### config.mk
export PLATFORM = sky130hd
export DESIGN_NAME = pt_walker
export DESIGN_NICKNAME = d
export VERILOG_FILES = /design/src/rtl/ptw_pkg.sv /design/src/rtl/ptw_base_reg.sv /design/src/rtl/ptw_addr_gen.sv /design/src/rtl/ptw_walk_fsm.sv /design/src/rtl/pt_walker.sv
export SDC_FILE = /design/constraint.sdc
export NUM_CORES = 1
export LEC_CHECK = 0
export ABC_AREA = 1
export BUFFER_PORTS_ARGS = -buffer_cell sky130_fd_sc_hd__buf_2
export CAP_MARGIN = 5
export CELL_PAD_IN_SITES_DETAIL_PLACEMENT = 1
export CELL_PAD_IN_SITES_GLOBAL_PLACEMENT = 2
export CORE_MARGIN = 1.5
export CORE_UTILIZATION = 30
export CTS_CLUSTER_SIZE = 10
export DETAILED_ROUTE_END_ITERATION = 8
export GPL_TIMING_DRIVEN = 0
export PLACE_DENSITY = 0.95
export SLEW_MARGIN = 20
export SYNTH_ARGS = -nofsm -noshare
export SYNTH_HDL_FRONTEND = slang
export SYNTH_SLANG_ARGS = --single-unit
### constraint.sdc
create_clock -name clk -period 3.8 [get_ports clk]
set_clock_uncertainty 0.15 [all_clocks]
set_input_delay 1.14 -clock clk [delete_from_list [all_inputs] [get_ports clk]]
set_output_delay 1.14 -clock clk [all_outputs]
set_load 0.05 [all_outputs]
### src/rtl/ptw_pkg.sv
package ptw_pkg;

   typedef enum logic [2:0] {
      WS_IDLE,
      WS_READ_L0,
      WS_READ_L1,
      WS_DONE,
      WS_FAULT
   } walk_st_e;

   localparam int unsigned ENT_VALID_BIT    = 0;
   localparam int unsigned ENT_RESIDENT_BIT = 1;

endpackage

### src/rtl/ptw_base_reg.sv
module ptw_base_reg #(
   parameter int unsigned PA_W     = 32,
   parameter logic [PA_W-1:0] RST_BASE = '0
) (
   input  logic            clk,
   input  logic            rst_n,
   input  logic            we,
   input  logic [PA_W-1:0] wdata,
   output logic [PA_W-1:0] base
);

   logic [PA_W-1:0] base_q;

   always_ff @(posedge clk) begin
      if (!rst_n)  base_q <= RST_BASE;
      else if (we) base_q <= wdata;
   end

   assign base = base_q;

endmodule

### src/rtl/ptw_addr_gen.sv
module ptw_addr_gen #(
   parameter int unsigned PA_W        = 32,
   parameter int unsigned IDX_W       = 10,
   parameter int unsigned ENTRY_BYTES = 4,
   parameter int unsigned ALIGN_W     = 0
) (
   input  logic [PA_W-1:0]  tbl_base,
   input  logic [IDX_W-1:0] idx,
   output logic [PA_W-1:0]  ent_addr
);

   localparam logic [PA_W-1:0] LOW_MASK  = (PA_W'(1) << ALIGN_W) - PA_W'(1);
   localparam bit              IS_POW2   = (ENTRY_BYTES & (ENTRY_BYTES - 1)) == 0;
   localparam int unsigned     SHIFT     = $clog2(ENTRY_BYTES);

   logic [PA_W-1:0] aligned;
   logic [PA_W-1:0] offs;

   if (IDX_W + SHIFT > PA_W) begin : g_bad_width
      $error("ptw_addr_gen: index span exceeds address width");
   end

   assign aligned = tbl_base & ~LOW_MASK;

   if (IS_POW2) begin : g_shift
      assign offs = PA_W'(idx) << SHIFT;
   end else begin : g_mul
      assign offs = PA_W'(idx) * PA_W'(ENTRY_BYTES);
   end

   assign ent_addr = aligned + offs;

endmodule

### src/rtl/ptw_walk_fsm.sv
module ptw_walk_fsm
   import ptw_pkg::*;
#(
   parameter int unsigned PA_W     = 32,
   parameter int unsigned DATA_W   = 32,
   parameter int unsigned OFF_W    = 12,
   parameter int unsigned L1_IDX_W = 10,
   localparam int unsigned LOW_W   = L1_IDX_W + OFF_W
) (
   input  logic                clk,
   input  logic                rst_n,
   input  logic                req_valid,
   output logic                req_ready,
   input  logic [LOW_W-1:0]    req_va_low,
   input  logic [PA_W-1:0]     l0_addr,
   input  logic [PA_W-1:0]     l1_addr,
   output logic [L1_IDX_W-1:0] l1_idx,
   output logic                rd_valid,
   input  logic                rd_ready,
   output logic [PA_W-1:0]     rd_addr,
   input  logic                rsp_valid,
   input  logic [DATA_W-1:0]   rsp_data,
   output logic                done,
   output logic                fault,
   output logic [PA_W-1:0]     pa
);

   localparam logic [PA_W-1:0] FRAME_MASK = ~((PA_W'(1) << OFF_W) - PA_W'(1));

   walk_st_e         st_q;
   logic [LOW_W-1:0] va_q;
   logic [PA_W-1:0]  addr_q;
   logic [PA_W-1:0]  pa_q;
   logic             issued_q;
   logic             rsp_take;
   logic             ent_ok;
   logic             pte_ok;

   if (PA_W > DATA_W) begin : g_bad_data
      $error("ptw_walk_fsm: entry word narrower than physical address");
   end

   assign rsp_take = issued_q && rsp_valid;
   assign ent_ok   = rsp_data[ENT_VALID_BIT];
   assign pte_ok   = rsp_data[ENT_VALID_BIT] && rsp_data[ENT_RESIDENT_BIT];

   always_ff @(posedge clk) begin
      if (!rst_n) begin
         st_q     <= WS_IDLE;
         va_q     <= '0;
         addr_q   <= '0;
         pa_q     <= '0;
         issued_q <= 1'b0;
      end else begin
         case (st_q)
            WS_IDLE: begin
               if (req_valid) begin
                  va_q     <= req_va_low;
                  addr_q   <= l0_addr;
                  issued_q <= 1'b0;
                  st_q     <= WS_READ_L0;
               end
            end
            WS_READ_L0: begin
               if (rd_valid && rd_ready) issued_q <= 1'b1;
               if (rsp_take) begin
                  if (ent_ok) begin
                     addr_q   <= l1_addr;
                     issued_q <= 1'b0;
                     st_q     <= WS_READ_L1;
                  end else begin
                     st_q <= WS_FAULT;
                  end
               end
            end
            WS_READ_L1: begin
               if (rd_valid && rd_ready) issued_q <= 1'b1;
               if (rsp_take) begin
                  if (pte_ok) begin
                     pa_q <= (rsp_data[PA_W-1:0] & FRAME_MASK) | PA_W'(va_q[OFF_W-1:0]);
                     st_q <= WS_DONE;
                  end else begin
                     st_q <= WS_FAULT;
                  end
               end
            end
            default: st_q <= WS_IDLE;
         endcase
      end
   end

   assign req_ready = (st_q == WS_IDLE);
   assign rd_valid  = ((st_q == WS_READ_L0) || (st_q == WS_READ_L1)) && !issued_q;
   assign rd_addr   = addr_q;
   assign l1_idx    = va_q[LOW_W-1:OFF_W];
   assign done      = (st_q == WS_DONE) || (st_q == WS_FAULT);
   assign fault     = (st_q == WS_FAULT);
   assign pa        = (st_q == WS_DONE) ? pa_q : '0;

   assert_rd_hold_R9: assert property (@(posedge clk) disable iff (!rst_n)
      (rd_valid && !rd_ready) |=> (rd_valid && $stable(rd_addr)));

   assert_done_pulse_R6: assert property (@(posedge clk) disable iff (!rst_n)
      done |=> !done);

   assert_fault_with_done_R6: assert property (@(posedge clk) disable iff (!rst_n)
      fault |-> done);

   assert_idle_no_read_R7: assert property (@(posedge clk) disable iff (!rst_n)
      req_ready |-> !rd_valid);

   assert_fault_pa_zero_R5: assert property (@(posedge clk) disable iff (!rst_n)
      fault |-> (pa == '0));

endmodule

### src/rtl/pt_walker.sv
module pt_walker #(
   parameter int unsigned VA_W     = 32,
   parameter int unsigned PA_W     = 32,
   parameter int unsigned DATA_W   = 32,
   parameter int unsigned L0_IDX_W = 10,
   parameter int unsigned L1_IDX_W = 10,
   parameter int unsigned OFF_W    = 12,
   parameter logic [PA_W-1:0] RST_BASE = '0
) (
   input  logic              clk,
   input  logic              rst_n,
   input  logic              base_we,
   input  logic [PA_W-1:0]   base_wdata,
   input  logic              req_valid,
   output logic              req_ready,
   input  logic [VA_W-1:0]   req_va,
   output logic              mem_rd_valid,
   input  logic              mem_rd_ready,
   output logic [PA_W-1:0]   mem_rd_addr,
   input  logic              mem_rsp_valid,
   input  logic [DATA_W-1:0] mem_rsp_data,
   output logic              done,
   output logic              fault,
   output logic [PA_W-1:0]   pa
);

   localparam int unsigned ENTRY_BYTES = DATA_W / 8;
   localparam int unsigned LOW_W       = L1_IDX_W + OFF_W;

   if (L0_IDX_W + L1_IDX_W + OFF_W != VA_W) begin : g_bad_split
      $error("pt_walker: index and offset fields must cover the virtual address");
   end
   if (DATA_W % 8 != 0) begin : g_bad_word
      $error("pt_walker: entry word must be whole bytes");
   end
   if (L1_IDX_W + $clog2(ENTRY_BYTES) > OFF_W) begin : g_bad_table
      $error("pt_walker: second-level table must fit in one page");
   end

   logic [PA_W-1:0]     base;
   logic [PA_W-1:0]     l0_addr;
   logic [PA_W-1:0]     l1_addr;
   logic [L1_IDX_W-1:0] l1_idx;

   ptw_base_reg #(.PA_W(PA_W), .RST_BASE(RST_BASE)) u_base (
      .clk   (clk),
      .rst_n (rst_n),
      .we    (base_we),
      .wdata (base_wdata),
      .base  (base)
   );

   ptw_addr_gen #(.PA_W(PA_W), .IDX_W(L0_IDX_W), .ENTRY_BYTES(ENTRY_BYTES), .ALIGN_W(0)) u_l0_addr (
      .tbl_base (base),
      .idx      (req_va[VA_W-1 -: L0_IDX_W]),
      .ent_addr (l0_addr)
   );

   ptw_addr_gen #(.PA_W(PA_W), .IDX_W(L1_IDX_W), .ENTRY_BYTES(ENTRY_BYTES), .ALIGN_W(OFF_W)) u_l1_addr (
      .tbl_base (mem_rsp_data[PA_W-1:0]),
      .idx      (l1_idx),
      .ent_addr (l1_addr)
   );

   ptw_walk_fsm #(.PA_W(PA_W), .DATA_W(DATA_W), .OFF_W(OFF_W), .L1_IDX_W(L1_IDX_W)) u_fsm (
      .clk        (clk),
      .rst_n      (rst_n),
      .req_valid  (req_valid),
      .req_ready  (req_ready),
      .req_va_low (req_va[LOW_W-1:0]),
      .l0_addr    (l0_addr),
      .l1_addr    (l1_addr),
      .l1_idx     (l1_idx),
      .rd_valid   (mem_rd_valid),
      .rd_ready   (mem_rd_ready),
      .rd_addr    (mem_rd_addr),
      .rsp_valid  (mem_rsp_valid),
      .rsp_data   (mem_rsp_data),
      .done       (done),
      .fault      (fault),
      .pa         (pa)
   );

endmodule

==> flow_summary.yaml <==
global_routing:
  grt_pass1_wl_mm: 33.2
  grt_overflow_total: 0
  grt_max_degree: 17
  grt_pass1_vias: 6290
  grt_antenna_before_repair: 0
  grtUsageTotal: 0.212
worst_setup_path:
  required_ns: 2.51
  critical_path_class: "reg2out"
  cp-end-kind: "output pin"
  startpoint_type: "flop"
  reg2reg_to: "u_fsm.rd_addr[12]"
  r2r_cells: 11
  crit_fanout: 10
  regToRegStartpoint: "u_base.base[2]"
  rrSetupSlack_ns: 1.42
  arrival_ns: 2.03
floorplanning:
  dieHeight_um: 144
  io_pins: 170
  dieArea_um2: 20800
  start_util: 0.306
  core-area_um2: 19500
  rows: 51
  die_w_um: 144
clock_network:
  numCtsBuffers: 17
  cts-resized-gates: 0
  cts_setup_buffers: 0
  htreeDepth: 4
  clk_latency_ns: 0.43
  clkSlewWorstSetupHoldPaths_ns: 0.06
  cts_hold_buf: 0
  cts_max_path_buffers: 2
  cts_tree: "built"
  cts_sinks: 122
  clockRootBuffer: "clkbuf_16"
synthesis:
  yosysTopAreaCell: "dfxtp_1"
  synth_flop_cell: "dfxtp_1"
  yosys_register_bits: 122
  synth_top_area_share: 0.408
  ys_top_cells_by_area: "dfxtp_1 41%, a21oi_1 11%, nand2_1 9.2%"
  syn_inst: 877
  synth_edf_count: 0
  synth_nets: 990
  async_reset_ff_frac: 0
  synthesis.area_um2: 5980
  ys_seq_area_frac: 0.408
  synth_cell_types: 36
  ys_warn_count: 0
  syn_area_per_cell_um2: 6.82
sta:
  worst_pin_slew_ns: 0.735
  relSlewSlack: 0.510
  fmax_mhz: 301
  setup_viol: 0
  period_minus_slack_ns: 3.32
  setup_tns_ns: 0
  period_share: 0.873
  drv_slew: 0
  grt_setup_unrepaired: "no"
  hold_viol_final: 0
min_path:
  hold_depth: 2
  hp-class: "reg2reg"
  hold-path-endpoint: "u_fsm.pa_q[19]"
  min_from: "u_fsm.pa_q[19]"
final_layout:
  nNetsFinal: 1167
  final_cell_mix: "168 x buf_2, 147 x nand2_1, 135 x a21oi_1"
  diodes: 0
  syn_to_final_growth_pct: 28.5
  drive_gt1_frac: 0.216
  layout_commonest_cell: "buf_2"
routing:
  wl_mm: 21.7
  met3_length_mm: 1.05
  dr_total_vias: 6284
  via_per_inst: 4.72
  drc: 0
  avgRoutedWirePerCell_um: 16.3
  wl_met2_mm: 10.3
  highest-signal-layer: "met4"
  first_pass_iters: 4
  postRouteAntennaNets: 0
  drt-met1-wl_mm: 9.98
  drtIter0Drc: 297
placement:
  gp_congestion: 0.882
  portBuffers: 158
  dp.final_hpwl_mm: 17.3
outcome:
  status: "finished, final reports clean"
pwr:
  finalPower_w: 0.00508
  powerDensity_nw_per_um2: 661
  p_leak_nw: 3.51
  peakVddDrop_mv: 0.301
job:
  drv_cap: 0
-- cells by family after synthesis --
group	share of synthesized area
adders and majority gates	0.0243
xor gates and xnor gates	0.00879
buffers and inverters	0.104
AOI/OAI and AO/OA	0.212
DFF	0.408
and+or+nand+nor	0.243
-- flip-flops by register name, summed over array words and instances (netlist names) --
signal and flops:
u_fsm.va_q 22, u_fsm.issued_q 1, u_fsm.rd_addr 32, u_fsm.pa_q 32, u_fsm.st_q 3, u_base.base 32
-- final cells by class --
cell class	instances	area [um^2]
Timing Repair Buffer	158	791
Tap cell	265	332
Clock inverter	15	155
Clock buffer	17	425
Multi-Input combinational cell	598	2910
Buffer	45	204
Sequential cell	122	2440
Inverter	112	420
Fill cell	2601	11800
-- how the worst max path moves through the flow --
stage / from / endpoint / slack, ns / depth (start not counted)
6_report: u_fsm.st_q[1] / pa[26] / 0.48 / 4
5_1_grt: u_fsm.st_q[1] / pa[26] / 0.38 / 4
4_1_cts: u_fsm.st_q[1] / pa[26] / 0.45 / 4
3_5_place_dp: req_va[22] / u_fsm.rd_addr[12] / 0.46 / 12
3_3_place_gp: req_va[22] / u_fsm.rd_addr[12] / 0.50 / 12
2_1_floorplan: req_va[22] / u_fsm.rd_addr[12] / 0.88 / 11
-- worst max-delay path, cell delays in order (launching register included) --
cell      delay (ns)
dfxtp_1         0.42
nand3_1         0.29
clkbuf_1        0.35
nor2_1          0.24
buf_2           0.30
-- Yosys cell counts, drive strengths merged (3+ instances only) --
| cell | count |
|---|---|
| a21oi | 135 |
| a31oi | 4 |
| buf | 16 |
| clkbuf | 29 |
| dfxtp | 122 |
| ha | 10 |
| inv | 112 |
| nand2 | 151 |
| nand3 | 62 |
| nand3b | 3 |
| nand4 | 4 |
| nor2 | 97 |
| nor3 | 9 |
| o21ai | 107 |
| or2 | 3 |
| xor2 | 6 |
-- per-stage QoR --
stage                     instances   util  area, um^2  worst slack, ns  hold slack (ns)
after floorplan                 877      -        5980            0.884            0.280
after global placement         1300  0.364        7100            0.501            0.289
after detailed placement       1300  0.364        7100            0.461            0.297
after CTS                      1332  0.393        7680            0.452            0.307
after global routing           1332  0.393        7680            0.376            0.330
final                          1332  0.393        7680            0.481            0.303
-- metal layers --
metal / GRT usage / vias up
met3: 0.0401 / 18
li1: - / 3217
met2: 0.372 / 138
met4: 0.0569 / 0
met1: 0.266 / 2911
met5: 0 / -
-- power by group --
| group | total, W | internal [W] | switching [W] |
|---|---|---|---|
| registers | 0.00164 | 0.00150 | 0.000142 |
| clock network | 0.00162 | 0.000926 | 0.000689 |
| logic | 0.00183 | 0.000476 | 0.00135 |
| total | 0.00508 | 0.00290 | 0.00218 |
Note: power is estimated with default switching activity, not from simulation.
